===== config.mk =====
export PLATFORM = sky130hd
export DESIGN_NAME = pwrHoldCtrl
export DESIGN_NICKNAME = d
export VERILOG_FILES = /design/src/rtl/pwrHoldPkg.sv /design/src/rtl/pwrHoldSync.sv /design/src/rtl/pwrHoldCtrl.sv /design/src/rtl/pwrHoldGate.sv /design/src/rtl/pwrHoldCtrl_top.sv
export SDC_FILE = /design/constraint.sdc
export NUM_CORES = 1
export LEC_CHECK = 0
export BUFFER_PORTS_ARGS = -buffer_cell sky130_fd_sc_hd__buf_2
export CORE_AREA = 2 2 39 41
export DETAILED_ROUTE_END_ITERATION = 6
export DIE_AREA = 0 0 41 43
export REMOVE_ABC_BUFFERS = 1
export SLEW_MARGIN = 20
export SYNTH_ARGS = -nofsm -noshare
export SYNTH_HDL_FRONTEND = slang
export SYNTH_SLANG_ARGS = --single-unit

===== constraint.sdc =====
create_clock -name clk -period 1.5 [get_ports clk]
set_input_delay 0.15 -clock clk [delete_from_list [all_inputs] [get_ports clk]]
set_output_delay 0.15 -clock clk [all_outputs]
set_load 0.01 [all_outputs]

===== src/rtl/pwrHoldPkg.sv =====
package pwrHoldPkg;

  typedef enum logic [1:0] {
    stActive   = 2'd0,
    stEntering = 2'd1,
    stDown     = 2'd2,
    stWaking   = 2'd3
  } holdState_t;

  // Strobes from control to datapath, describing the state being entered
  typedef struct packed {
    logic blockIn;
    logic oeOff;
    logic ceOff;
    logic status;
  } holdStrobe_t;

endpackage


===== src/rtl/pwrHoldSync.sv =====
module pwrHoldSync #(
  parameter int STAGES = 2
) (
  input  logic clk,
  input  logic rstN,
  input  logic asyncIn,
  output logic syncOut
);
  logic [STAGES-1:0] chain;

  always_ff @(posedge clk or negedge rstN) begin
    if (!rstN) chain <= '0;
    else       chain <= {chain[STAGES-2:0], asyncIn};
  end

  assign syncOut = chain[STAGES-1];
endmodule


===== src/rtl/pwrHoldCtrl.sv =====
module pwrHoldFsm
  import pwrHoldPkg::*;
#(
  parameter int WAKE_CYC = 4
) (
  input  logic        clk,
  input  logic        rstN,
  input  logic        pdSync,
  output holdStrobe_t strb
);
  localparam int CW = (WAKE_CYC < 2) ? 1 : $clog2(WAKE_CYC);
  localparam logic [CW-1:0] LAST = CW'(WAKE_CYC - 1);

  holdState_t state, nextState;
  logic [CW-1:0] wakeCnt, nextCnt;

  always_comb begin
    nextState = state;
    nextCnt   = wakeCnt;
    unique case (state)
      stActive:   if (pdSync) nextState = stEntering;
      stEntering: nextState = stDown;
      stDown: if (!pdSync) begin
        nextState = stWaking;
        nextCnt   = '0;
      end
      stWaking: begin
        if (pdSync)                nextState = stDown;
        else if (wakeCnt == LAST)  nextState = stActive;
        else                       nextCnt   = wakeCnt + 1'b1;
      end
      default: nextState = stActive;
    endcase
  end

  always_ff @(posedge clk or negedge rstN) begin
    if (!rstN) begin
      state   <= stActive;
      wakeCnt <= '0;
    end else begin
      state   <= nextState;
      wakeCnt <= nextCnt;
    end
  end

  // Strobes describe the state taking effect at the next edge
  always_comb begin
    strb.status  = (nextState != stActive);
    strb.blockIn = (nextState != stActive);
    strb.oeOff   = (nextState != stActive);
    strb.ceOff   = (nextState == stDown) || (nextState == stWaking);
  end
endmodule


===== src/rtl/pwrHoldGate.sv =====
module pwrHoldGate
  import pwrHoldPkg::*;
#(
  parameter int IN_W  = 8,
  parameter int OUT_W = 4
) (
  input  logic             clk,
  input  logic             rstN,
  input  holdStrobe_t      strb,
  input  logic [IN_W-1:0]  rawIn,
  input  logic [OUT_W-1:0] coreOe,
  output logic [IN_W-1:0]  coreIn,
  output logic [OUT_W-1:0] padOe,
  output logic             clkEn,
  output logic             pdStatus
);
  logic blockQ, oeOffQ, ceOffQ, statusQ;

  always_ff @(posedge clk or negedge rstN) begin
    if (!rstN) begin
      blockQ  <= 1'b0;
      oeOffQ  <= 1'b0;
      ceOffQ  <= 1'b0;
      statusQ <= 1'b0;
    end else begin
      blockQ  <= strb.blockIn;
      oeOffQ  <= strb.oeOff;
      ceOffQ  <= strb.ceOff;
      statusQ <= strb.status;
    end
  end

  for (genvar i = 0; i < IN_W; i++) begin : gIn
    assign coreIn[i] = rawIn[i] & ~blockQ;
  end
  for (genvar j = 0; j < OUT_W; j++) begin : gOe
    assign padOe[j] = coreOe[j] & ~oeOffQ;
  end

  assign clkEn    = ~ceOffQ;
  assign pdStatus = statusQ;
endmodule


===== src/rtl/pwrHoldCtrl_top.sv =====
module pwrHoldCtrl
  import pwrHoldPkg::*;
#(
  parameter int IN_W        = 8,
  parameter int OUT_W       = 4,
  parameter int WAKE_CYC    = 4,
  parameter int SYNC_STAGES = 2
) (
  input  logic             clk,
  input  logic             rstN,
  input  logic             pdReq,
  input  logic [IN_W-1:0]  rawIn,
  input  logic [OUT_W-1:0] coreOe,
  output logic [IN_W-1:0]  coreIn,
  output logic [OUT_W-1:0] padOe,
  output logic             clkEn,
  output logic             pdStatus
);
  logic        pdSync;
  holdStrobe_t strb;

  pwrHoldSync #(.STAGES(SYNC_STAGES)) uSync (
    .clk(clk), .rstN(rstN), .asyncIn(pdReq), .syncOut(pdSync)
  );

  pwrHoldFsm #(.WAKE_CYC(WAKE_CYC)) uFsm (
    .clk(clk), .rstN(rstN), .pdSync(pdSync), .strb(strb)
  );

  pwrHoldGate #(.IN_W(IN_W), .OUT_W(OUT_W)) uGate (
    .clk(clk), .rstN(rstN), .strb(strb), .rawIn(rawIn), .coreOe(coreOe),
    .coreIn(coreIn), .padOe(padOe), .clkEn(clkEn), .pdStatus(pdStatus)
  );
endmodule


---- After elaboration in Yosys (flattened, before gate mapping) ----
Index checks and enable logic that the tools add are counted.
cells by class
  add/sub/neg operators ................... 1
  equal/unequal tests ..................... 9
  mux-type cells .......................... 9
  bitwise operators ....................... 14
  reductions and logical operators ........ 5
operator list
  cell                 number
  $mux 2               7
  $and 1x1->1          12
  $eq 2x2->1 const B   5
  $pmux 2 s4           1
  $ne 2x2->1 const B   3
  $pmux 2 s2           1
  $reduce_and 4->1     1
  $reduce_bool 2->1    2
  $add 2x1->2 const B  1
  $eq 2x1->1 const B   1
  $logic_not 2->1      1
  $not 1->1            2
  $logic_or 1x1->1     1
word-level totals
  register bits ........................... 8
  input bits .............................. 15
  output and inout port bits .............. 14

---- Depth between registers and ports, before layout ----
Gate-level depths: netlist of run 1.
  depth after elaboration ................. 6
  mapped depth ............................ 4

---- Modules after synthesis ----
Synthesis of run 1 repeated with hierarchy kept, for this count alone.
second synthesis, totals
  cells, all modules ...................... 41
  area, all modules ....................... 457.9 um2
by module, submodules not included
  module       instances  cells each  area each (um2)  sequential area each (um2)
  pwrHoldFsm   1          22          229.0            100.1
  pwrHoldGate  1          17          178.9            100.1
  pwrHoldSync  1          2           50.0             50.0

---- Least setup slack after synthesis of run 1 ----
No wires, ideal clock.
  kind .................................... flip-flop to flip-flop
  start point ............................. register uFsm.wakeCnt[0]
  end point ............................... register uFsm.wakeCnt[0]
  arrival ................................. 0.933 ns
  required time ........................... 1.375 ns
  setup slack ............................. 0.442 ns
  stages on the path, launching flop included .. 5
  path buffers ............................ 0
  cell sequence ........................... dfrtp_1 -> ha_1 -> and2_1 -> o21ai_0 -> o21ai_1
on the way
  longest elaborated chain between the ends .. 4
  elaborated cells between the ends (all ways) .. 7
  those cells by class .................... 1 x add/sub; 2 x eq/ne; 3 x mux; 1 x reduce/logical
RTL lines
  what                    RTL line           text
  start, declared         pwrHoldCtrl.sv:15  logic [CW-1:0] wakeCnt, nextCnt;
  start signal, assigned  pwrHoldCtrl.sv:42  wakeCnt <= nextCnt;
  $add 2x1->2             pwrHoldCtrl.sv:30  else nextCnt = wakeCnt + 1'b1;
  $mux 2                  pwrHoldCtrl.sv:29  else if (wakeCnt == LAST) nextState = stActive;
  $mux 2                  pwrHoldCtrl.sv:28  if (pdSync) nextState = stDown;
  $pmux 2 s2              pwrHoldCtrl.sv:20  unique case (state)
Parallel ways exist; a longest one is shown, timed or not. The select of a mux whose other input is x is not followed.
A chain may end at the register's enable or synchronous reset.

---- Final worst setup path of run 1 ----
  start point ............................. register uGate.blockQ
  end point ............................... output port coreIn[0]
on the way
  longest elaborated chain between the ends .. 2
RTL lines
  what                    RTL line               text
  start, declared         pwrHoldGate.sv:17      logic blockQ, oeOffQ, ceOffQ, statusQ;
  start signal, assigned  pwrHoldGate.sv:26      blockQ <= strb.blockIn;
  $not 1->1               pwrHoldGate.sv:34      assign coreIn[i] = rawIn[i] & ~blockQ;
  $and 1x1->1             pwrHoldGate.sv:34
  end, declared           pwrHoldCtrl_top.sv:14  output logic [IN_W-1:0] coreIn,
Every way passes these cells.

==> results.ini, run 1 <==
[detailed_routing]
drc=0
wl_per_cell_um=9.02
antenna_left=0
vias=372
drt-total-wl_um=785
dr.first_iter.drc_count=3
dr.pass1.iters=4
vias_per_cell=4.28

[setup_path]
rr_worst_depth=4
path_max_fanout=13
worstPathRequired_ns=1.35
arrival_ns=1.04
path_class=reg2out
endpoint_kind=output port
startpoint_type=flip-flop

[global_routing]
grtUsageMet2_pct=13.1
grt_pass1_wl_um=1010
grt_max_degree=14
use_met3_pct=3.14
antenna_found_initial=0
grt_pass1_vias=255
grt.total_usage_pct=8.96
use_met1_pct=9.43
overflow=0
busiest_layer=met2

[die]
die_w_um=41
start_util_pct=28.6
die_y_um=43
die-area_mm2=0.00176
design.core.area_mm2=0.00138
pin_count=29
fp-row-count=14

[pwr]
p_leak_nw=0.316
power_switching_mw=0.154
p_int_mw=0.412
clkPwrFrac_pct=28.4
switching_share_pct=27.2
power_density_mw_per_mm2=952
seqPwrFrac_pct=49.2
ir_worst_vdd_uv=466
comb_power_share_pct=22.4

[hold_path]
min_path_type=in2async

[sta]
finalSetupTns_ns=0
rsz0062_at_grt=no
setup_slack_ns=0.310
period_share_pct=79.4
maxSlewHeadroom_pct=77.0
setup_viol=0
clock_skew_ns=0.00233
hold_viol=0
finalCriticalPeriod_ns=1.19
fmax_mhz=840
worst_pin_slew_ns=0.345
slew_violations=0

[final_layout]
regArea_um2=200
postLayoutCoreUtil_pct=42.9
fin_area_um2=594
multi_input_area_um2=184
syn_to_final_growth_pct=50.3
n_fill_cell=139
nNetsFinal=89
drive_gt1_share_pct=46.5
diodes=0

[placement]
post-place-ws_ns=0.366
gp_congestion=0.628
numPortBuffers=28
placed_area_um2=552
dp_hpwl_um=631

[cts]
clkSlewWorstSetupHoldPaths_ns=0.05
insertion_delay_ns=0.25
cts_buffer_depth=2
htreeDepth=1
numCtsBuffers=3
cts_tree=yes
cts.sinks=8
clockRootBuffer=clkbuf_4
cts-resized-gates=0

[synth]
synthTopCellsByArea=dfrtp_1 (51%), nor2b_1 (19%), o21a_1 (3.8%)
netlist_area_um2=395
synth_cell_types=15
ys_seq_area_share_pct=50.6
synth_top_area_cell=dfrtp_1
avgSynthCellArea_um2=10.1
synth-seq-cells=8
synth.top_cell.area_share_pct=50.6
ys_warn_count=0
netlist_instances=39

[run]
max_cap_violations=0

[status]
status=finished clean

## layout make-up
class                           instances  share of cell area (%)
Sequential cell                         8                    33.7
Multi-Input combinational cell         28                    30.9
Tap cell                               16                    3.37
Inverter                                2                    1.26
Timing Repair Buffer                   30                    26.9
Clock buffer                            3                    3.79
## cell families (layout without fill, tap and decap cells)
family | count (synthesis) | after routing | synth area share (%)
adders and majority gates | 1 | 1 | 3.16
DFF | 8 | 8 | 50.6
and+or+nand+nor | 19 | 19 | 30.7
buffers and inverters | 3 | 35 | 2.85
AOI/OAI and AO/OA | 8 | 8 | 12.7
## stage by stage
stage                     std cells  power [mW]  hold WS, ns
after floorplan                  38       0.353       -0.146
after global placement           82       0.400    -0.000823
after CTS                        87       0.575        0.264
final                            87       0.566        0.268
after detailed placement         82       0.406    -0.000641
after global routing             87       0.605        0.272
## Yosys cell counts
cell / number
o21ai_0: 2
o21a_1: 2
clkbuf_1: 1
nand2_1: 2
ha_1: 1
nor2b_1: 12
dfrtp_1: 8
a21o_2: 1
o21ai_1: 2
nand2b_4: 1
nand2b_1: 1
or2_1: 2
o22ai_1: 1
inv_1: 2
and2_1: 1
## power by group through the flow
stage               sequential [mW]  combinational [mW]  clock (mW)
floorplan                     0.276              0.0768           0
global placement              0.280               0.120           0
detailed placement            0.283               0.123           0
CTS                           0.279               0.128       0.168
global route                  0.286               0.141       0.178
finish                        0.279               0.127       0.161
## timing repair
action,CTS,global route
hold buffers,2,0
buffers inserted,0,0
endpoints found under the hold margin,9,0
## state kept, by name, summed over array words and instances, names as in the netlist
register      flops
uFsm.state        2
uFsm.wakeCnt      2
uGate.blockQ      1
uGate.ceOffQ      1
uSync.chain       2
## cell usage in the layout, fill, tap and decap left out, types with 2 or more instances in the layout
master         Yosys  routed
dfrtp_1            8       8
inv_1              2       2
o21ai_1            2       2
nor2b_1           12      12
buf_2              0      28
nand2_1            2       2
or2_1              2       2
o21ai_0            2       2
o21a_1             2       2
clkbuf_4           0       3
dlygate4sd3_1      0       2
## worst max-delay path, stage by stage (launching register included)
cell and delay [ns]:
dfrtp_1 0.50, nor2b_1 0.16, buf_2 0.14
## layer usage
metal	part of all wire [%]	wire, um	vias up
met1	43	337	152
met3	18	141	0
li1	-	-	190
met2	39	306	30
met5	0	0	-
met4	0	0	0
## worst paths after layout
path | startpoint | endpoint | slack [ns]
max | uGate.blockQ$_DFF_PN0_ | coreIn[0] | 0.31
min | rstN | uFsm.state[0]$_DFF_PN0_ | 0.27
max reg2reg | uFsm.wakeCnt[0]$_DFFE_PN0P_ | uFsm.wakeCnt[0]$_DFFE_PN0P_ | 0.36
min reg2reg | uSync.chain[0]$_DFF_PN0_ | uSync.chain[1]$_DFF_PN0_ | 0.35
max in group asynchronous | rstN | uGate.ceOffQ$_DFF_PN0_ | 1.07
min in group clk | uSync.chain[0]$_DFF_PN0_ | uSync.chain[1]$_DFF_PN0_ | 0.35
Power figures use the tool's default switching activity.
==> run 2, diff against run 1 <==
Clock period 1.5 ns to 1.1 ns, I/O delays scaled along.
==> run 2 against run 1 <==
  * Register-to-register slack lost 0.35 ns
  * Die area is the same
  * Design area grew 4.2%
  * Non-clock buffer count grew 1
  * Sequential power grew 39%
==> results.ini, run 2 (same netlist as run 1, synthesis figures left out) <==
[placement]
numPortBuffers=28  ; unchanged
placed_cells_incl_taps=83  ; +1.2%
gp_congestion=0.661  ; +5.3%

[pwr]
comb_power_share_pct=24.2  ; +1.8 points
clkPwrFrac_pct=27.0  ; -1.4 points
switching_share_pct=27.5  ; +0.26 points
power_switching_mw=0.219  ; +42%
seqPwrFrac_pct=48.7  ; -0.5 points
ir_worst_vdd_uv=759  ; +63%
power_density_mw_per_mm2=1280  ; +35%
p_leak_nw=0.322  ; +1.8%
p_int_mw=0.576  ; +40%

[setup_path]
path_max_fanout=13  ; unchanged
cp_slowest_cell=dfrtp_2
path_cells=nor2b_1, buf_2
path_class=reg2out
worstPathRequired_ns=0.99  ; -0.36 ns
cp_slowest_stage_delay_ns=0.48  ; -0.02 ns
arrival_ns=0.99  ; -0.05 ns
endpoint_kind=output port
startpoint_type=flip-flop

[die]
die_w_um=41  ; unchanged
fp-row-count=14  ; unchanged
die-area_mm2=0.00176  ; unchanged
die_y_um=43  ; unchanged
pin_count=29  ; unchanged
start_util_pct=28.6  ; unchanged
design.core.area_mm2=0.00138  ; unchanged

[sta]
rsz0062_at_grt=yes
maxSlewHeadroom_pct=86.7  ; +9.7 points
finalSetupTns_ns=0  ; unchanged
worst_pin_slew_ns=0.200  ; -0.145 ns
setup_viol=0  ; unchanged
clock_skew_ns=0.00104  ; -0.00129 ns
hold_viol=0  ; unchanged
fmax_mhz=910
slew_violations=0  ; unchanged
finalCriticalPeriod_ns=1.10
period_share_pct=99.9

[final_layout]
diodes=0  ; unchanged
layout_common_cells=buf_2 (28), nor2b_1 (12), dfrtp_1 (7)
syn_to_final_growth_pct=56.6
drive_gt1_share_pct=54.2  ; +7.7 points
fin_cells=88  ; +1.1%
final_common_cell=buf_2
nNetsFinal=90  ; +1.1%
top_regs=uFsm.state: 2 flops, uFsm.wakeCnt: 2 flops, uSync.chain: 2 flops

[global_routing]
grt_pass1_wl_um=1130  ; +12%
grt_max_degree=14  ; unchanged
grt_pass1_vias=315  ; +24%
grt.total_usage_pct=9.78  ; +0.81 points
antenna_found_initial=0  ; unchanged
overflow=0  ; unchanged

[cts]
clkSlewWorstSetupHoldPaths_ns=0.05  ; about the same
clockRootBuffer=clkbuf_4
numCtsBuffers=3  ; unchanged
cts_buffer_depth=2  ; unchanged
cts.sinks=8  ; unchanged
post_cts_buffers=0  ; unchanged
insertion_delay_ns=0.24  ; about the same
htreeDepth=1  ; unchanged
cts_tree=yes

[status]
status=finished clean

[detailed_routing]
wl_per_cell_um=9.35  ; +3.6%
dr.pass1.iters=1  ; -3
dr.first_iter.drc_count=0  ; -3
drc=0  ; unchanged
vias=391  ; +5.1%
drt-total-wl_um=823  ; +4.8%
antenna_left=0  ; unchanged
vias_per_cell=4.44  ; +3.9%

[run]
max_cap_violations=0  ; unchanged

[hold_path]
min_path_type=in2async

==> run 2: per-stage QoR <==
stage | area [um^2] | setup WS, ns | hold slack (ns) | utilization (%) | power (mW)
after CTS | 611 | -0.0221 | 0.232 | 44.1 | 0.797
after global placement | 559 | 0.00305 | -0.0376 | 40.4 | 0.549
after floorplan | 392 | 0.0418 | -0.186 | - | 0.481
after detailed placement | 559 | -0.0388 | -0.0360 | 40.4 | 0.558
after global routing | 619 | -0.108 | 0.248 | 44.8 | 0.854
final | 619 | 0.000787 | 0.243 | 44.8 | 0.795
==> run 2: per-layer routing <==
layer	GRT usage, %	vias up	wire, um	share of wire [%]
met5	0	-	0	0
met4	8.00	0	0	0
met3	3.14	0	149	18
met2	15.0	28	374	45
met1	10.1	170	298	36
li1	-	193	-	-
==> run 2: worst max-delay path, delay by kind of cell (launching register included) <==
family | cells | cell delay, ns
and+or+nand+nor | 1 | 0.13
buffers and inverters | 1 | 0.14
DFF | 1 | 0.48
==> run 2: final timing paths <==
path / start / endpoint / slack, ns / cells past startpoint
worst max-delay path: uGate.blockQ$_DFF_PN0_ / padOe[1] / 0.0008 / 2
worst min-delay path: rstN / uSync.chain[0]$_DFF_PN0_ / 0.24 / 2
worst max register to register: uFsm.wakeCnt[1]$_DFFE_PN0P_ / uGate.blockQ$_DFF_PN0_ / 0.01 / 4
worst min register to register: uSync.chain[0]$_DFF_PN0_ / uSync.chain[1]$_DFF_PN0_ / 0.35 / 0
max in group asynchronous: rstN / uGate.blockQ$_DFF_PN0_ / 0.68 / 2
min in group clk: uSync.chain[0]$_DFF_PN0_ / uSync.chain[1]$_DFF_PN0_ / 0.35 / 0
==> run 2: repair_timing <==
action                                  4_1_cts  5_1_grt
endpoints found under the setup margin       16       17
hold buffers                                  2        0
pin swaps                                     0        3
gates resized for setup                       5        3
hold endpoints to repair                      9        0
==> run 2: cell type report <==
class                           count  area [um^2]
Clock buffer                        3         22.5
Fill cell                         132          764
Inverter                            2         7.51
Multi-Input combinational cell     28          200
Sequential cell                     8          201
Tap cell                           16         20.0
Timing Repair Buffer               31          168
==> run 2: power groups by stage <==
stage,Sequential [mW],Combinational [mW],Clock (mW)
after detailed placement,0.385,0.172,0
after global routing,0.394,0.217,0.243
final,0.387,0.193,0.215
after floorplan,0.377,0.105,0
after global placement,0.381,0.169,0
after CTS,0.383,0.187,0.228
